===== src/rtl/bres_pkg.sv =====
`timescale 1ns/1ps
package bres_pkg;

    typedef enum logic {
        SRC_48K = 1'b0,
        SRC_44K = 1'b1
    } mclk_src_e;

endpackage


===== src/rtl/bres_cfg_regs.sv =====
`timescale 1ns/1ps
module bres_cfg_regs #(
    parameter int SEL_W = 16,
    parameter int ACC_W = 16
) (
    input  logic                 clk_i,
    input  logic                 rst_ni,
    input  logic                 sel_wr_i,
    input  logic [SEL_W-1:0]     sel_wdata_i,
    input  logic                 cfg_wr_i,
    input  logic [2*ACC_W-1:0]   cfg_wdata_i,
    output bres_pkg::mclk_src_e  src_o,
    output logic [ACC_W-1:0]     step_o,
    output logic [ACC_W-1:0]     negm_o,
    output logic                 restart_o
);
    import bres_pkg::*;

    localparam logic [SEL_W-1:0] SEL_PICK_A = SEL_W'(1);

    typedef struct packed {
        mclk_src_e        src;
        logic [ACC_W-1:0] step;
        logic [ACC_W-1:0] negm;
    } cfg_t;

    cfg_t cfg_d, cfg_q;

    always_comb begin
        cfg_d = cfg_q;
        if (sel_wr_i) begin
            cfg_d.src = (sel_wdata_i == SEL_PICK_A) ? SRC_44K : SRC_48K;
        end
        if (cfg_wr_i) begin
            cfg_d.step = cfg_wdata_i[ACC_W-1:0];
            cfg_d.negm = cfg_wdata_i[2*ACC_W-1:ACC_W];
        end
    end

    always_ff @(posedge clk_i) begin
        if (!rst_ni) begin
            cfg_q <= '{src: SRC_48K, step: '0, negm: '0};
        end else begin
            cfg_q <= cfg_d;
        end
    end

    assign src_o     = cfg_q.src;
    assign step_o    = cfg_q.step;
    assign negm_o    = cfg_q.negm;
    assign restart_o = sel_wr_i | cfg_wr_i;

endmodule


===== src/rtl/bres_mod_decode.sv =====
`timescale 1ns/1ps
module bres_mod_decode #(
    parameter int ACC_W = 16
) (
    input  logic [ACC_W-1:0] step_i,
    input  logic [ACC_W-1:0] negm_i,
    output logic [ACC_W-1:0] mod_o,
    output logic             bad_o
);
    localparam logic [ACC_W-1:0] ONE = ACC_W'(1);

    logic [ACC_W-1:0] mod_w;

    always_comb begin
        // modulus = step - term - 1, wrapping at 2^ACC_W
        mod_w = step_i - negm_i - ONE;
        bad_o = (mod_w == '0) || (mod_w < step_i);
        mod_o = mod_w;
    end

endmodule


===== src/rtl/bres_accum.sv =====
`timescale 1ns/1ps
module bres_accum #(
    parameter int ACC_W = 16
) (
    input  logic             clk_i,
    input  logic             rst_ni,
    input  logic             restart_i,
    input  logic             tick_i,
    input  logic             hold_i,
    input  logic [ACC_W-1:0] step_i,
    input  logic [ACC_W-1:0] mod_i,
    output logic [ACC_W-1:0] acc_o,
    output logic             stb_o
);
    localparam int SUM_W = ACC_W + 1;

    typedef struct packed {
        logic [ACC_W-1:0] acc;
        logic             stb;
    } acc_t;

    acc_t st_d, st_q;
    logic [SUM_W-1:0] sum_w;
    logic [SUM_W-1:0] mod_x;

    always_comb begin
        sum_w  = {1'b0, st_q.acc} + {1'b0, step_i};
        mod_x  = {1'b0, mod_i};
        st_d   = st_q;
        st_d.stb = 1'b0;
        if (restart_i) begin
            st_d.acc = '0;
        end else if (tick_i && !hold_i) begin
            if (sum_w >= mod_x) begin
                st_d.acc = ACC_W'(sum_w - mod_x);
                st_d.stb = 1'b1;
            end else begin
                st_d.acc = ACC_W'(sum_w);
            end
        end
    end

    always_ff @(posedge clk_i) begin
        if (!rst_ni) begin
            st_q <= '{acc: '0, stb: 1'b0};
        end else begin
            st_q <= st_d;
        end
    end

    assign acc_o = st_q.acc;
    assign stb_o = st_q.stb;

endmodule


===== src/rtl/bres_rate_gen.sv =====
`timescale 1ns/1ps
module bres_rate_gen #(
    parameter int SEL_W = 16,
    parameter int ACC_W = 16
) (
    input  logic               clk_i,
    input  logic               rst_ni,
    input  logic               mclk_a_en_i,
    input  logic               mclk_b_en_i,
    input  logic               sel_wr_i,
    input  logic [SEL_W-1:0]   sel_wdata_i,
    input  logic               cfg_wr_i,
    input  logic [2*ACC_W-1:0] cfg_wdata_i,
    output logic               rate_stb_o,
    output logic               cfg_err_o
);
    import bres_pkg::*;

    mclk_src_e        src_w;
    logic [ACC_W-1:0] step_w;
    logic [ACC_W-1:0] negm_w;
    logic [ACC_W-1:0] mod_w;
    logic [ACC_W-1:0] acc_w;
    logic             restart_w;
    logic             bad_w;
    logic             tick_w;

    bres_cfg_regs #(.SEL_W(SEL_W), .ACC_W(ACC_W)) u_cfg (
        .clk_i       (clk_i),
        .rst_ni      (rst_ni),
        .sel_wr_i    (sel_wr_i),
        .sel_wdata_i (sel_wdata_i),
        .cfg_wr_i    (cfg_wr_i),
        .cfg_wdata_i (cfg_wdata_i),
        .src_o       (src_w),
        .step_o      (step_w),
        .negm_o      (negm_w),
        .restart_o   (restart_w)
    );

    bres_mod_decode #(.ACC_W(ACC_W)) u_dec (
        .step_i (step_w),
        .negm_i (negm_w),
        .mod_o  (mod_w),
        .bad_o  (bad_w)
    );

    assign tick_w = (src_w == SRC_44K) ? mclk_a_en_i : mclk_b_en_i;

    bres_accum #(.ACC_W(ACC_W)) u_acc (
        .clk_i     (clk_i),
        .rst_ni    (rst_ni),
        .restart_i (restart_w),
        .tick_i    (tick_w),
        .hold_i    (bad_w),
        .step_i    (step_w),
        .mod_i     (mod_w),
        .acc_o     (acc_w),
        .stb_o     (rate_stb_o)
    );

    assign cfg_err_o = bad_w;

endmodule


===== config.mk =====
export PLATFORM = sky130hd
export DESIGN_NAME = bres_rate_gen
export DESIGN_NICKNAME = d
export VERILOG_FILES = /design/src/rtl/bres_pkg.sv /design/src/rtl/bres_cfg_regs.sv /design/src/rtl/bres_mod_decode.sv /design/src/rtl/bres_accum.sv /design/src/rtl/bres_rate_gen.sv
export SDC_FILE = /design/constraint.sdc
export NUM_CORES = 1
export LEC_CHECK = 0
export ABC_AREA = 1
export BUFFER_PORTS_ARGS = -buffer_cell sky130_fd_sc_hd__buf_2
export CORE_MARGIN = 1
export CORE_UTILIZATION = 65
export DETAILED_ROUTE_END_ITERATION = 8
export PLACE_DENSITY_LB_ADDON = 0.3
export SLEW_MARGIN = 15
export SYNTH_ARGS = -nofsm -noshare
export SYNTH_HDL_FRONTEND = slang
export SYNTH_SLANG_ARGS = --single-unit

===== constraint.sdc =====
create_clock -name clk_i -period 6.6 [get_ports clk_i]
set_input_delay 0.66 -clock clk_i [delete_from_list [all_inputs] [get_ports clk_i]]
set_output_delay 0.66 -clock clk_i [all_outputs]
set_load 0.05 [all_outputs]

-- Word-level counts from Yosys, hierarchy flattened
Cells that the tools add are included.
- flip-flop bits (word level): 50
- bits in latches: 0
- memory bits (writable): 0
- bits in read-only memories: 0
- input bits: 54
- output and inout port bits: 2
- word-level logic and storage cells: 25
- memories kept: 0
- add/subtract/negate cells: 4
- multipliers: 0
- div/mod/pow operators: 0
- magnitude comparators: 2
- eq/ne operators: 1
- shift operators: 0
- mux-type cells: 4
- bitwise logic cells: 3
- reduce and logical (&&, ||, !) cells: 6
- operator list (kind ; count):
    $sub 16x16->16 ; 2
    $add 16x16->17 ; 1
    $ge 17x16->1 ; 1
    $eq 16x1->1 const B ; 1
    $logic_not 16->1 ; 1
    $lt 16x16->1 ; 1
    $mux 16 ; 1
    $sub 16x1->16 const B ; 1
    $mux 1 ; 3
    $reduce_or 3->1 ; 1
    $not 1->1 ; 2
    $reduce_or 2->1 ; 1
    $logic_and 1x1->1 ; 1
    $logic_not 1->1 ; 1
    $logic_or 1x1->1 ; 1
    $or 1x1->1 ; 1

-- Longest topological paths before layout
Gate-level depths: netlist of the first run.
- depth after elaboration: 8
- mapped depth: 26
- gate-level depth less buffers: 25

-- Modules after synthesis
A second synthesis of the first run with hierarchy kept.
- cells, all modules: 954
- area, all modules: 5669.2 sq um
- modules (own cells, without submodules) (module ; times used ; cells each ; area each (sq um) ; sequential area each (sq um)):
    bres_accum ; 1 ; 552 ; 3111.7 ; 340.3
    bres_mod_decode ; 1 ; 240 ; 1330.0 ; 0.0
    bres_cfg_regs ; 1 ; 158 ; 1212.4 ; 660.6
    bres_rate_gen ; 1 ; 4 ; 15.0 ; 0.0

-- Worst setup path after synthesis of the first run
No wires, ideal clock.
- kind: flip-flop to flip-flop
- from: reg u_cfg.cfg_q, in the netlist u_cfg.step_o[0]
- to: reg u_acc.st_q, in the netlist u_acc.acc_o[2]
- library setup time: 0.117 ns
- arrival: 3.133 ns
- required time: 6.483 ns
- slack: 3.350 ns
- cell stages (with the launch flop): 24
- buffers on the path: 1
- period minus slack after synthesis: 3.250 ns
- cell sequence: dfxtp_1 > ha_1 > fa_1 > nand3_1 > nand2_1 > a21oi_1 > o21ai_0 > xnor2_1 > inv_1 > ha_1 > nand2_1 > nor2_1 > nand2_1 > o2111ai_1 > nand4_1 > nand2_1 > nand2_1 > nand2_1 > nand2_1 > buf_4 > nand3_1 > nand2_1 > nor2_1 > nor2_1
- word-level cells in the longest chain between the ends: 6
- elaborated cells on any way between the ends: 11
- those cells by class: add/sub (4); order compare (2); mux (1); reduce/logical (4)
- RTL lines (item ; line ; source):
    start: declaration ; bres_cfg_regs.sv:27 ; cfg_t cfg_d, cfg_q;
    start signal: assignment ; bres_cfg_regs.sv:42 ; cfg_q <= '{src: SRC_48K, step: '0, negm: '0};
    start signal: assignment ; bres_cfg_regs.sv:44 ; cfg_q <= cfg_d;
    $sub 16x16->16 ; bres_mod_decode.sv:16 ; mod_w = step_i - negm_i - ONE;
    $sub 16x1->16 ; bres_mod_decode.sv:16 ;
    $lt 16x16->1 or $logic_not 16->1 (tied branches) ; bres_mod_decode.sv:17 ; bad_o = (mod_w == '0) || (mod_w < step_i);
    $logic_or 1x1->1 ; bres_mod_decode.sv:17 ;
    $logic_not 1->1 ; bres_accum.sv:33 ; end else if (tick_i && !hold_i) begin
    $logic_and 1x1->1 ; bres_accum.sv:33 ;
    end signal: assignment ; bres_accum.sv:45 ; st_q <= '{acc: '0, stb: 1'b0};
    end signal: assignment ; bres_accum.sv:47 ; st_q <= st_d;
    end: declaration ; bres_accum.sv:22 ; acc_t st_d, st_q;
Parallel ways exist; a longest one is shown, timed or not.
A chain may end at the register's enable or synchronous reset.

-- Worst setup path after layout of the first run
- from: reg u_cfg.cfg_q, in the netlist u_cfg.negm_o[0]
- to: reg u_acc.st_q, in the netlist u_acc.acc_o[13]
- word-level cells in the longest chain between the ends: 6
- elaborated cells on any way between the ends: 10
- those cells by class: add/sub (3); order compare (2); mux (1); reduce/logical (4)
- RTL lines (item ; line):
    $sub 16x16->16 * ; bres_mod_decode.sv:16
    $sub 16x1->16 * ; bres_mod_decode.sv:16
    $lt 16x16->1 or $logic_not 16->1 (tied branches) ; bres_mod_decode.sv:17
    $logic_or 1x1->1 ; bres_mod_decode.sv:17
    $logic_not 1->1 ; bres_accum.sv:33
    $logic_and 1x1->1 ; bres_accum.sv:33
Mark *: on every way between the ends. The rest lies on a longest branch, timed or not.

==> metrics.md, run 1 <==
| Metric | Value |
|---|---|
| Ys Warns | 0 |
| Vias/cell | about 5.7 |
| Resized cells post-CTS | 0 |
| P per Cell Area | about 230 nW/um^2 |
| Routed Antenna Nets | 0 |
| Final Wtd Congestion | about 0.97 |
| Proportion of layout cells with a drive suffix above 1 | 11.9% |
| Post-synth cell types | 40 |
| Num ports | 56 |
| Routed length per instance | 13.7 microns |
| FMAX | approximately 0.23 GHz |
| Die area | a little under 8000 sq um |
| Net Count, Synth | between 800 and 900 |
| Int Pwr | ~0.65 mW |
| Dominant cell type by area after synthesis | dfxtp_1 |
| Post-synth top area share | about a fifth |
| Initial antenna violation count | 0 |
| Initial Utilization | between 60% and 70% |
| Hold WS | approximately 0.47 ns |
| Area contributors post-synth | dfxtp_1, ha_1, nand2_1 |
| PortBufs | 55 |
| Initial DRC count | around 320 |
| Tcrit/Tclk final | roughly 66% |
| Combinational share of power | between 50% and 60% |
| CP required | a little under 7 ns |
| Fin nets | 912 |
| Post CTS Setup Buffer Count | 0 |
| Switch Pwr | just under 0.6 mW |
| Hold Vio Cnt, Final | 0 |
| Max-cap violations | 0 |
| Max Slew Vio Count | 0 |
| Dpl cells | approximately 890 |
| Setup violators final | 0 |
| LEAKAGE | 2.84 nW |
| Least-Margin Pin Slew | 0.734 ns |
| Register area share after synthesis | between 20% and 30% |
| Clk buf depth | 2 |
| Hold WC Path Type | register to register |
| Most frequent cells in the layout | nand2_1, inv_1, a21oi_1 |
| Non-filler cells, final | about 900 |
| DR pass1 iterations | 5 |
| Gr ovfl total | 0 |
| Worst Path Max Fanout | 21 |
| Finished Cell Area | 5280 sq um |
| Synth Area per Inst | between 6 and 7 sq um |
| Clock-pin slew on the worst setup and hold paths | approximately 0.10 ns |
| Most common cell after layout, fill and taps aside | nand2_1 |
| RSZ-0062 raised after global routing | no |
| Worst setup EP type | register |
| Reg power frac | 27.3% |
| Sw Ratio | between 40 and 50% |
| CTS tree | built |
| Global-route wire length before repair | 20200 microns |
| Detail Placement HPWL | between 9000 and 10000 microns |
| Largest net degree at the start of global routing | 62 |
| Dpl ws | ~2.4 ns |
| WP data arrival | about 4.7 ns |
| Mapped Cells | ~750 |
| Max VDD drop | approximately 0.00011 V |
| Clock Skews | about 0.007 ns |
| Setup CP Type | register to register |
| Vias in the first global route | between 4000 and 5000 |
| Synthesized area | 4880 sq um |
| GRT Total Usage | between 30% and 40% |
| Synth Register Bits | 50 |
| Layout area overhead | 8.17% |
| Final wirelength | between 10000 and 15000 microns |
| Die height | between 80 and 90 microns |
| H-Tree Depth | 2 |
| Status | finished, final reports clean |
| Die W | 88.7 microns |
| Setup_tns | 0 ns |
| CTS Buf Count | 5 |
| Clock sinks | 50 |
| Hold-fix buffers, CTS | 0 |
| Clk Latency, worst-skew pair | between 0.3 and 0.4 ns |
| Post-route setup slack | 2.22 ns |
| Area after detailed placement | slightly above 5000 sq um |
| ANT cells | 0 |
| Relative max-transition margin | between 50% and 60% |
| Core ar. | about 7300 sq um |
| # DRC | 0 |
| Clock network fraction of design power | 15.5% |
| Minimum clock period | approximately 4.4 ns |
| Worst setup SP type | register |
| Fill count | a little over 600 |
| Num rows | 31 |
| CTS root buf | clkbuf_8 |
| Vias | just over 5000 |
[state kept, by name, summed over array words and instances, names as in the netlist]
signal	count
u_cfg.src_o	1
u_acc.stb_o	1
u_cfg.step_o	16
u_cfg.negm_o	16
u_acc.acc_o	16
[cell type report]
type,instances,area (sq um),area share (%)
clock buffers,5,68.8,1.30
clock inverters,2,15.0,0.284
inverters,136,513,9.71
multi-input cells,546,3270,61.9
flip-flops and latches,50,1000,18.9
well taps,99,124,2.34
repair buffers,57,290,5.49
[power groups by stage]
stage / sequential, mW / clock, mW / combinational [mW]
floorplan: 0.337 / 0 / 0.552
global placement: 0.342 / 0 / 0.665
detailed placement: 0.342 / 0 / 0.687
CTS: 0.335 / 0.192 / 0.691
global route: 0.338 / 0.200 / 0.795
finish: 0.336 / 0.191 / 0.705
[synth_stat cells]
library cell / number
a2111oi_0: 1
a211oi_1: 3
a21o_1: 2
a21oi_1: 80
a21oi_2: 5
a31o_2: 1
buf_2: 1
buf_4: 3
buf_6: 3
clkbuf_1: 10
clkinv_1: 1
dfxtp_1: 50
fa_1: 3
ha_1: 59
inv_1: 132
inv_2: 2
inv_4: 1
nand2_1: 155
nand2_2: 8
nand2_4: 2
nand3_1: 54
nand3_2: 7
nand3b_1: 6
nand4_1: 10
nor2_1: 38
nor2_2: 3
nor2_4: 1
nor3_1: 11
nor3b_1: 1
nor4_1: 3
nor4b_1: 1
o2111ai_1: 1
o211ai_1: 1
o21ai_0: 49
o21ai_1: 3
o21bai_1: 5
o31ai_1: 1
xnor2_1: 9
xor2_1: 22
xor2_2: 1
[critical path, cell delays in order (launching register included)]
cell	delay [ns]
dfxtp_1	0.33
inv_1	0.05
ha_1	0.23
fa_1	0.44
nand4_1	0.14
nand3_2	0.15
nand2_1	0.09
nand2_1	0.06
xor2_1	0.35
ha_1	0.29
nand2_1	0.10
nor2_1	0.16
nand2_1	0.07
o2111ai_1	0.27
nand4_1	0.17
nand2_1	0.12
nand2_1	0.07
nand2_1	0.07
nand2_1	0.44
nand2_2	0.43
nand2_1	0.11
nand3_1	0.09
nand2_1	0.05
inv_1	0.05
[per-stage QoR]
step | total power [mW] | utilization, %
after floorplan | 0.888 | -
after global routing | 1.33 | 72.8
after detailed placement | 1.03 | 71.7
after CTS | 1.22 | 72.8
after global placement | 1.01 | 71.7
final | 1.23 | 72.8
[cell families (layout without fill, tap and decap cells)]
logic type | Yosys count | after routing | share of synthesized area [%]
XOR/XNOR | 32 | 32 | 5.89
AO/OA/AOI/OAI | 152 | 152 | 16.8
AND/OR/NAND/NOR | 300 | 300 | 27.9
flip-flops | 50 | 50 | 20.5
adder cells (fa/ha/maj) | 62 | 62 | 16.3
buffers and inverters | 153 | 200 | 12.5
[path summary, 6_finish.rpt]
check	from	end	slack, ns	depth (start not counted)
min	u_cfg.negm_o[7]	u_cfg.negm_o[7]	0.47	2
min reg2reg	u_cfg.negm_o[7]	u_cfg.negm_o[7]	0.47	2
max reg2reg	u_cfg.negm_o[0]	u_acc.acc_o[13]	2.22	23
max	u_cfg.negm_o[0]	u_acc.acc_o[13]	2.22	23
[metal layers]
layer	vias to the layer above	wire length [microns]	track usage, %
met1	2314	5450	42.7
met2	222	5740	57.3
met5	-	0	0
met3	26	878	4.01
met4	0	234	10.9
li1	2537	-	-
Power figures use the tool's default switching activity.
==> run 2, diff against run 1 <==
--- a/config.mk
+++ b/config.mk
@@ -5,10 +5,10 @@
 export SDC_FILE = /design/constraint.sdc
 export NUM_CORES = 1
 export LEC_CHECK = 0
-export ABC_AREA = 1
+export ABC_AREA = 0
 export BUFFER_PORTS_ARGS = -buffer_cell sky130_fd_sc_hd__buf_2
 export CORE_MARGIN = 1
-export CORE_UTILIZATION = 65
+export CORE_UTILIZATION = 54
 export DETAILED_ROUTE_END_ITERATION = 8
 export PLACE_DENSITY_LB_ADDON = 0.3
 export SLEW_MARGIN = 15
==> constraint.sdc (replaced) <==
create_clock -name clk_i -period 3.85 [get_ports clk_i]
set_input_delay 0.385 -clock clk_i [delete_from_list [all_inputs] [get_ports clk_i]]
set_output_delay 0.385 -clock clk_i [all_outputs]
set_load 0.05 [all_outputs]
==> run 2 against run 1 <==
The run now ends with setup timing left. Synthesized cell count is 23% lower. Final area up 24%. Sequential power is 71% higher. Setup slack got worse by 2.8 ns. Critical path depth shrank 8. Wire length is 22% higher. Count of clock-buffer cells in the layout increased by 1. Global-route usage decreased by 3.1 points. Synthesized area down 0.82%. Clock skew rose by 0.0029 ns. Core utilization is 2.5 points higher. First-iteration DRC count rose by 40%.
==> metrics.md, run 2 <==
| Metric | Value |
|---|---|
| Failing checks | setup timing |
| Minimum clock period | 4.46 ns |
| Gr ovfl total | 0 |
| RSZ-0062 raised after global routing | yes |
| Synth Register Bits | 50 |
| LEAKAGE | 3.17 nW |
| Initial DRC count | approximately 450 |
| Net Count, Synth | 690 |
| Relative max-transition margin | 57.5% |
| CTS Buf Count | 5 |
| CTS root buf | clkbuf_8 |
| Clk Latency, worst-skew pair | 0.32 ns |
| CTS tree | built |
| Die height | 96.7 microns |
| Most frequent cells in the layout | buf_4, buf_2, ha_1 |
| Vias | 5099 |
| Clock sinks | 50 |
| Vias/cell | 6.02 |
| Largest net degree at the start of global routing | 36 |
| FMAX | approximately 0.22 GHz |
| Worst setup EP type | primary output |
| Dpl cells | 818 |
| Dominant cell type by area after synthesis | dfxtp_1 |
| Kind of cell adding the most delay to the critical path | compound AO/OA/AOI/OAI gates |
| P per Cell Area | approximately 420 nW/um^2 |
| Max Slew Vio Count | 0 |
| Hold-fix buffers, CTS | 0 |
| Num ports | 56 |
| Ys flop type | dfxtp_1 |
| Proportion of layout cells with a drive suffix above 1 | between 30% and 40% |
| Clk buf depth | 2 |
| Num rows | 34 |
| Worst-path cell chain | ha_4 -> fa_2 -> a21o_1 -> a221o_1 -> a21oi_1 -> xnor2_1 -> buf_4 -> ha_1 -> a21oi_1 -> o21ai_0 -> maj3_1 -> a21oi_2 -> o211ai_1 -> o41ai_2 -> buf_4 |
| ANT cells | 0 |
| Worst Path Max Fanout | 3 |
| Tcrit/Tclk final | 116% |
| Mapped Cells | between 500 and 600 |
| Layout area overhead | 35.7% |
| R2r setup slk | -0.54 ns |
| Area contributors post-synth | dfxtp_1, ha_1, mux2i_1 |
| Most common cell after layout, fill and taps aside | buf_4 |
| Synth Area per Inst | about 8.4 sq um |
| Routed Antenna Nets | 0 |
| Clock Skews | around 0.0098 ns |
| Global-route wire length before repair | roughly 23000 microns |
| WP data arrival | approximately 4 ns |
| GRT Total Usage | between 30% and 40% |
| H-Tree Depth | 2 |
| Post-route setup slack | -0.607 ns |
| Total power draw | 2.75 mW |
| Post-synth top area share | 20.7% |
| Final wirelength | 15000 microns |
| # DRC | 0 |
| Ys Warns | 0 |
| Ys async rst share | 0% |
| Post-synth cell types | 68 |
| Worst setup SP type | register |
| Initial antenna violation count | 0 |
| Final Wtd Congestion | just under 0.9 |
| Top-count cell post-synth | ha_1 |
| Setup violators final | 18 |
| Post-synth top cells | ha_1, inv_1, dfxtp_1 |
| Setup CP Type | register to primary output |
| Routed length per instance | around 18 microns |
| Initial Utilization | 55.6% |
| Max VDD drop | roughly 0.00027 V |
| Core ar. | a little under 9000 sq um |
| Least-Margin Pin Slew | between 0.6 and 0.7 ns |
| Critical path's slowest cell | a221o_1 |
| PortBufs | 55 |
| Max-cap violations | 0 |
| Hold WC Path Type | primary input to register |
| Largest stage delay, worst path | 0.39 ns |
| Worst path bufs/invs | 2 |
| Status | finished with violations |
| Detail Placement HPWL | 10400 microns |
| Hold Vio Cnt, Final | 0 |
| Die W | a little under 100 microns |
| Vias in the first global route | a little under 5000 |
| Number of flops mapped to enable cells by yosys | 0 |
| DR pass1 iterations | 7 |
| Register area share after synthesis | roughly a fifth |
| Final core utilization | approximately 75% |
| Die area | 9350 sq um |
| Clock-pin slew on the worst setup and hold paths | 0.10 ns |
| Non-filler cells, final | 847 |
| Synthesized area | 4840 sq um |
| CP required | ~3.5 ns |
| Fin nets | ~860 |
run 2: cell types whose count changed after synthesis, sizes merged, moves of 11 or more:
cell,delta
a211oi,+13
a21o,+11
a21oi,-39
and2,+11
inv,-81
mux2i,+43
nand2,-140
nand3,-54
nor2,-11
nor2b,+37
o21ai,-27
xnor2,+11
xor2,-12
run 2: final cells by class:
| type | instances | area (sq um) |
|---|---|---|
| multi-input cells | 456 | 3920 |
| fillers | 553 | 2150 |
| repair buffers | 172 | 1190 |
| flip-flops and latches | 50 | 1010 |
| inverters | 54 | 203 |
| well taps | 108 | 135 |
| clock buffers | 6 | 82.6 |
| clock inverters | 1 | 30.0 |
run 2: final timing paths:
kind	start	end	cells past startpoint
worst max-delay path	u_cfg.step_o[0]	cfg_err_o	15
worst min-delay path	cfg_wdata_i[12]	u_cfg.step_o[12]	3
worst max register to register	u_cfg.step_o[0]	u_acc.acc_o[4]	18
worst min register to register	u_acc.acc_o[0]	u_acc.acc_o[0]	2
run 2: metrics by stage:
step                      setup WS, ns  TNS [ns]  cell area, sq um  hold slack, ns
after floorplan                 -0.245     -2.71              4910           0.451
final                           -0.607     -7.96              6570           0.327
after global routing            -0.799    -10.68              6570           0.331
after CTS                       -0.434     -5.66              6380           0.330
after global placement          -0.706     -9.31              5940           0.485
after detailed placement        -0.785    -10.30              5940           0.487
run 2: worst min-delay path, stage by stage:
cell	delay [ns]
buf_2	0.07
mux2i_1	0.05
nor2b_1	0.10
run 2: repair_timing:
action,4_1_cts,5_1_grt
resized for setup,50,23
setup endpoints to repair,18,18
pin swaps,39,31
setup buffers,15,11
endpoints found under the hold margin,0,0
run 2: report_power, final:
part | internal, mW | switching [mW] | total [mW]
Clock | 0.208 | 0.189 | 0.398
Sequential | 0.546 | 0.0286 | 0.575
Combinational | 0.871 | 0.904 | 1.78
run 2: metal layers:
| metal | GRT usage [%] | part of all wire, % | vias up | wire length [microns] |
|---|---|---|---|---|
| met4 | 11.5 | 4.6 | 0 | 686 |
| li1 | - | - | 2413 | - |
| met3 | 4.48 | 6.4 | 71 | 966 |
| met5 | 0 | 0 | - | 0 |
| met2 | 51.1 | 47 | 236 | 7020 |
| met1 | 38.2 | 42 | 2379 | 6330 |
run 2: cells by family after synthesis:
logic type / count (synthesis) / share of synthesized area [%]
AOI/OAI and AO/OA: 158 / 23.5
xor gates and xnor gates: 31 / 5.60
adders and majority gates: 64 / 16.9
buffers and inverters: 68 / 6.02
DFF: 50 / 20.7
muxes: 47 / 9.81
and+or+nand+nor: 156 / 17.5
==> run 3, diff against run 2 <==
--- a/config.mk
+++ b/config.mk
@@ -5,12 +5,12 @@
 export SDC_FILE = /design/constraint.sdc
 export NUM_CORES = 1
 export LEC_CHECK = 0
-export ABC_AREA = 0
+export ABC_AREA = 1
 export BUFFER_PORTS_ARGS = -buffer_cell sky130_fd_sc_hd__buf_2
 export CORE_MARGIN = 1
 export CORE_UTILIZATION = 54
 export DETAILED_ROUTE_END_ITERATION = 8
-export PLACE_DENSITY_LB_ADDON = 0.3
+export PLACE_DENSITY = 0.78
 export SLEW_MARGIN = 15
 export SYNTH_ARGS = -nofsm -noshare
 export SYNTH_HDL_FRONTEND = slang
==> run 3 against run 2 <==
The flow now finishes without violations. Combinational power down 25%. Sequential share of layout area rose by 2.6 points. Clock power rose by 18%. Global-route usage decreased by 2.9 points. Worst hold slack got worse by 0.032 ns. Core utilization shrank 11 points. Count of clock-buffer cells in the layout is the same. First-iteration DRC count fell by 55%. Clock skew about the same. Die area up 0.81%. Power fell by 13%. Critical path type unchanged. Critical endpoint unchanged.
==> metrics.md, run 3 (synthesized netlist as in run 1, its figures left out) <==
| Metric | Value |
|---|---|
| FMAX | approximately 0.27 GHz |
| Hold Vio Cnt, Final | 0 |
| Tcrit/Tclk final | between 90% and 100% |
| Initial DRC count | a little over 200 |
| Cell mode on critical path | nand2_1 |
| Switch Pwr | 1.05 mW |
| Most frequent cells in the layout | nand2_1, inv_1, a21oi_1 |
| LEAKAGE | around 3 nW |
| Final wirelength | 12900 microns |
| Sw Ratio | 44.1% |
| Met1 Use GR | 36.0% |
| Layout area overhead | 14.4% |
| Critical path's slowest cell | fa_2 |
| Final core utilization | 64.1% |
| Initial antenna violation count | 0 |
| CTS tree | built |
| H-Tree Depth | 2 |
| ANT cells | 0 |
| Clk Latency, worst-skew pair | a little over 0.3 ns |
| Worst Path Max Fanout | 4 |
| CP Launch Point | u_cfg.negm_o[0] |
| Dpl ws | -0.0224 ns |
| Routed Antenna Nets | 0 |
| Relative max-transition margin | between 50 and 60% |
| Largest stage delay, worst path | 0.41 ns |
| Setup violators final | 0 |
| FF-to-FF path depth | 23 |
| Proportion of layout cells with a drive suffix above 1 | between 10% and 20% |
| Fill count | approximately 800 |
| Num ports | between 50 and 60 |
| Max Slew Vio Count | 0 |
| Clock sinks | 50 |
| Vias | between 5000 and 6000 |
| Combinational share of power | 56.0% |
| Final Wtd Congestion | between 0.9 and 1 |
| FF+latch area | ~1000 sq um |
| CTS Buf Count | 5 |
| Max-cap violations | 0 |
| Clock network fraction of design power | 19.8% |
| DR pass1 iterations | 5 |
| Detail Placement HPWL | about 10000 microns |
| Routed length per instance | 14.1 microns |
| Hold Startpoint | sel_wr_i |
| Max VDD drop | 0.000172 V |
| Worst setup SP type | register |
| Worst setup EP type | primary output |
| Hold WS | about 0.3 ns |
| Setup CP Type | register to primary output |
| WP data arrival | approximately 3.3 ns |
| GRT Total Usage | a little over a quarter |
| Worst-path cell chain | inv_1 -> ha_2 -> fa_2 -> a21oi_2 -> o21ai_2 -> xor2_2 -> inv_1 -> ha_1 -> nand2_1 -> nor3b_1 -> o21ai_0 -> nand3b_1 -> nand2_1 -> nand2_1 -> nand2_1 -> nand2_1 -> nand2_2 -> buf_4 |
| Met3 usage | approximately 2.5% |
| Kind of cell adding the most delay to the critical path | adder cells |
| Vias/cell | 5.52 |
| Worst path bufs/invs | 3 |
| Launch point of the worst reg-to-reg path | u_cfg.step_o[3] |
| Core ar. | between 8000 and 9000 sq um |
| Met2 usage | 47.1% |
| Layer with the highest usage | met2 |
| CP required | about 3.5 ns |
| # DRC | 0 |
| Initial Utilization | 56.0% |
| Fin nets | a little over 900 |
| Clk buf depth | 2 |
| Gr ovfl total | 0 |
| Global-route wire length before repair | ~21000 microns |
| Vias in the first global route | around 4700 |
| Clock-pin slew on the worst setup and hold paths | roughly 0.09 ns |
| Area of the multi-input gates | 3430 sq um |
| Die area | around 9400 sq um |
| Hold depth | 2 |
| PortBufs | 55 |
| Minimum clock period | about 3.7 ns |
| Hold-fix buffers, CTS | 0 |
| Num rows | 34 |
| Least-Margin Pin Slew | between 0.6 and 0.7 ns |
| Hold WC Path Type | primary input to register |
| Largest net degree at the start of global routing | 46 |
| RSZ-0062 raised after global routing | yes |
| Int Pwr | between 1 and 1.5 mW |
| Clock Skews | between 0.009 and 0.01 ns |
| Die W | approximately 100 microns |
| Status | finished, final reports clean |
| CP Depth | 18 |
| Post-route setup slack | approximately 0.19 ns |
| CTS root buf | clkbuf_8 |
| Most common cell after layout, fill and taps aside | nand2_1 |
| Die height | around 97 microns |
| P per Cell Area | ~430 nW/um^2 |
| Setup_tns | 0 ns |
| Reg power frac | around a quarter |
## run 3: through the flow
| step | area (sq um) | cells | total power [mW] |
|---|---|---|---|
| 2_1_floorplan | 4880 | 749 | 1.52 |
| 6_report | 5590 | 912 | 2.38 |
| 5_1_grt | 5590 | 912 | 2.56 |
| 4_1_cts | 5410 | 907 | 2.28 |
| 3_5_place_dp | 5230 | 899 | 1.79 |
| 3_3_place_gp | 5230 | 899 | 1.76 |
## run 3: repair_timing
item / 4_1_cts / 5_1_grt
buffers inserted: 0 / 5
pin swaps: 0 / 11
setup endpoints to repair: 16 / 18
gates resized for setup: 6 / 34
## run 3: worst register-to-register path, stage by stage (launching register included)
cell and delay, ns:
dfxtp_1 0.37, ha_1 0.38, nand2_1 0.10, nor2_1 0.22, nand3_1 0.19, nand3_2 0.14, a21oi_1 0.07, o21bai_1 0.23
nand2_1 0.11, nand2_1 0.07, nand2_1 0.05, nand2_1 0.05, inv_1 0.06, ha_1 0.37, nand2_1 0.14, nor3_1 0.06
nand3_1 0.12, nand3_2 0.12, inv_4 0.24, nand2_4 0.16, nand2_1 0.09, nand3_1 0.08, nand2_1 0.09, inv_1 0.04
## run 3: power by group through the flow
stage               Combinational, mW  Sequential, mW  Clock (mW)
floorplan                       0.945           0.577           0
global placement                 1.17           0.585           0
detailed placement               1.20           0.586           0
CTS                              1.22           0.575       0.478
global route                     1.48           0.579       0.498
finish                           1.34           0.576       0.471
## run 3: per-layer routing
metal | part of all wire [%] | vias to the layer above | routed length, microns
met4 | 1.8 | 0 | 228
met2 | 47 | 156 | 6120
li1 | - | 2542 | -
met5 | 0 | - | 0
met3 | 4.8 | 21 | 624
met1 | 46 | 2312 | 5930
## run 3: cell type report
cell class	count	share of cell area [%]
inverter	136	9.23
multi-input combinational	546	61.4
clock inverter	2	1.08
timing repair buffer	64	6.41
sequential	50	18.0
tap	108	2.42
clock buffer	6	1.48
## run 3: final timing paths
kind                                    endpoint  slack [ns]
worst max-delay path                   cfg_err_o        0.19
worst min register to register  u_cfg.negm_o[14]        0.47
worst max register to register    u_acc.acc_o[0]        0.21
worst min-delay path                 u_cfg.src_o        0.30
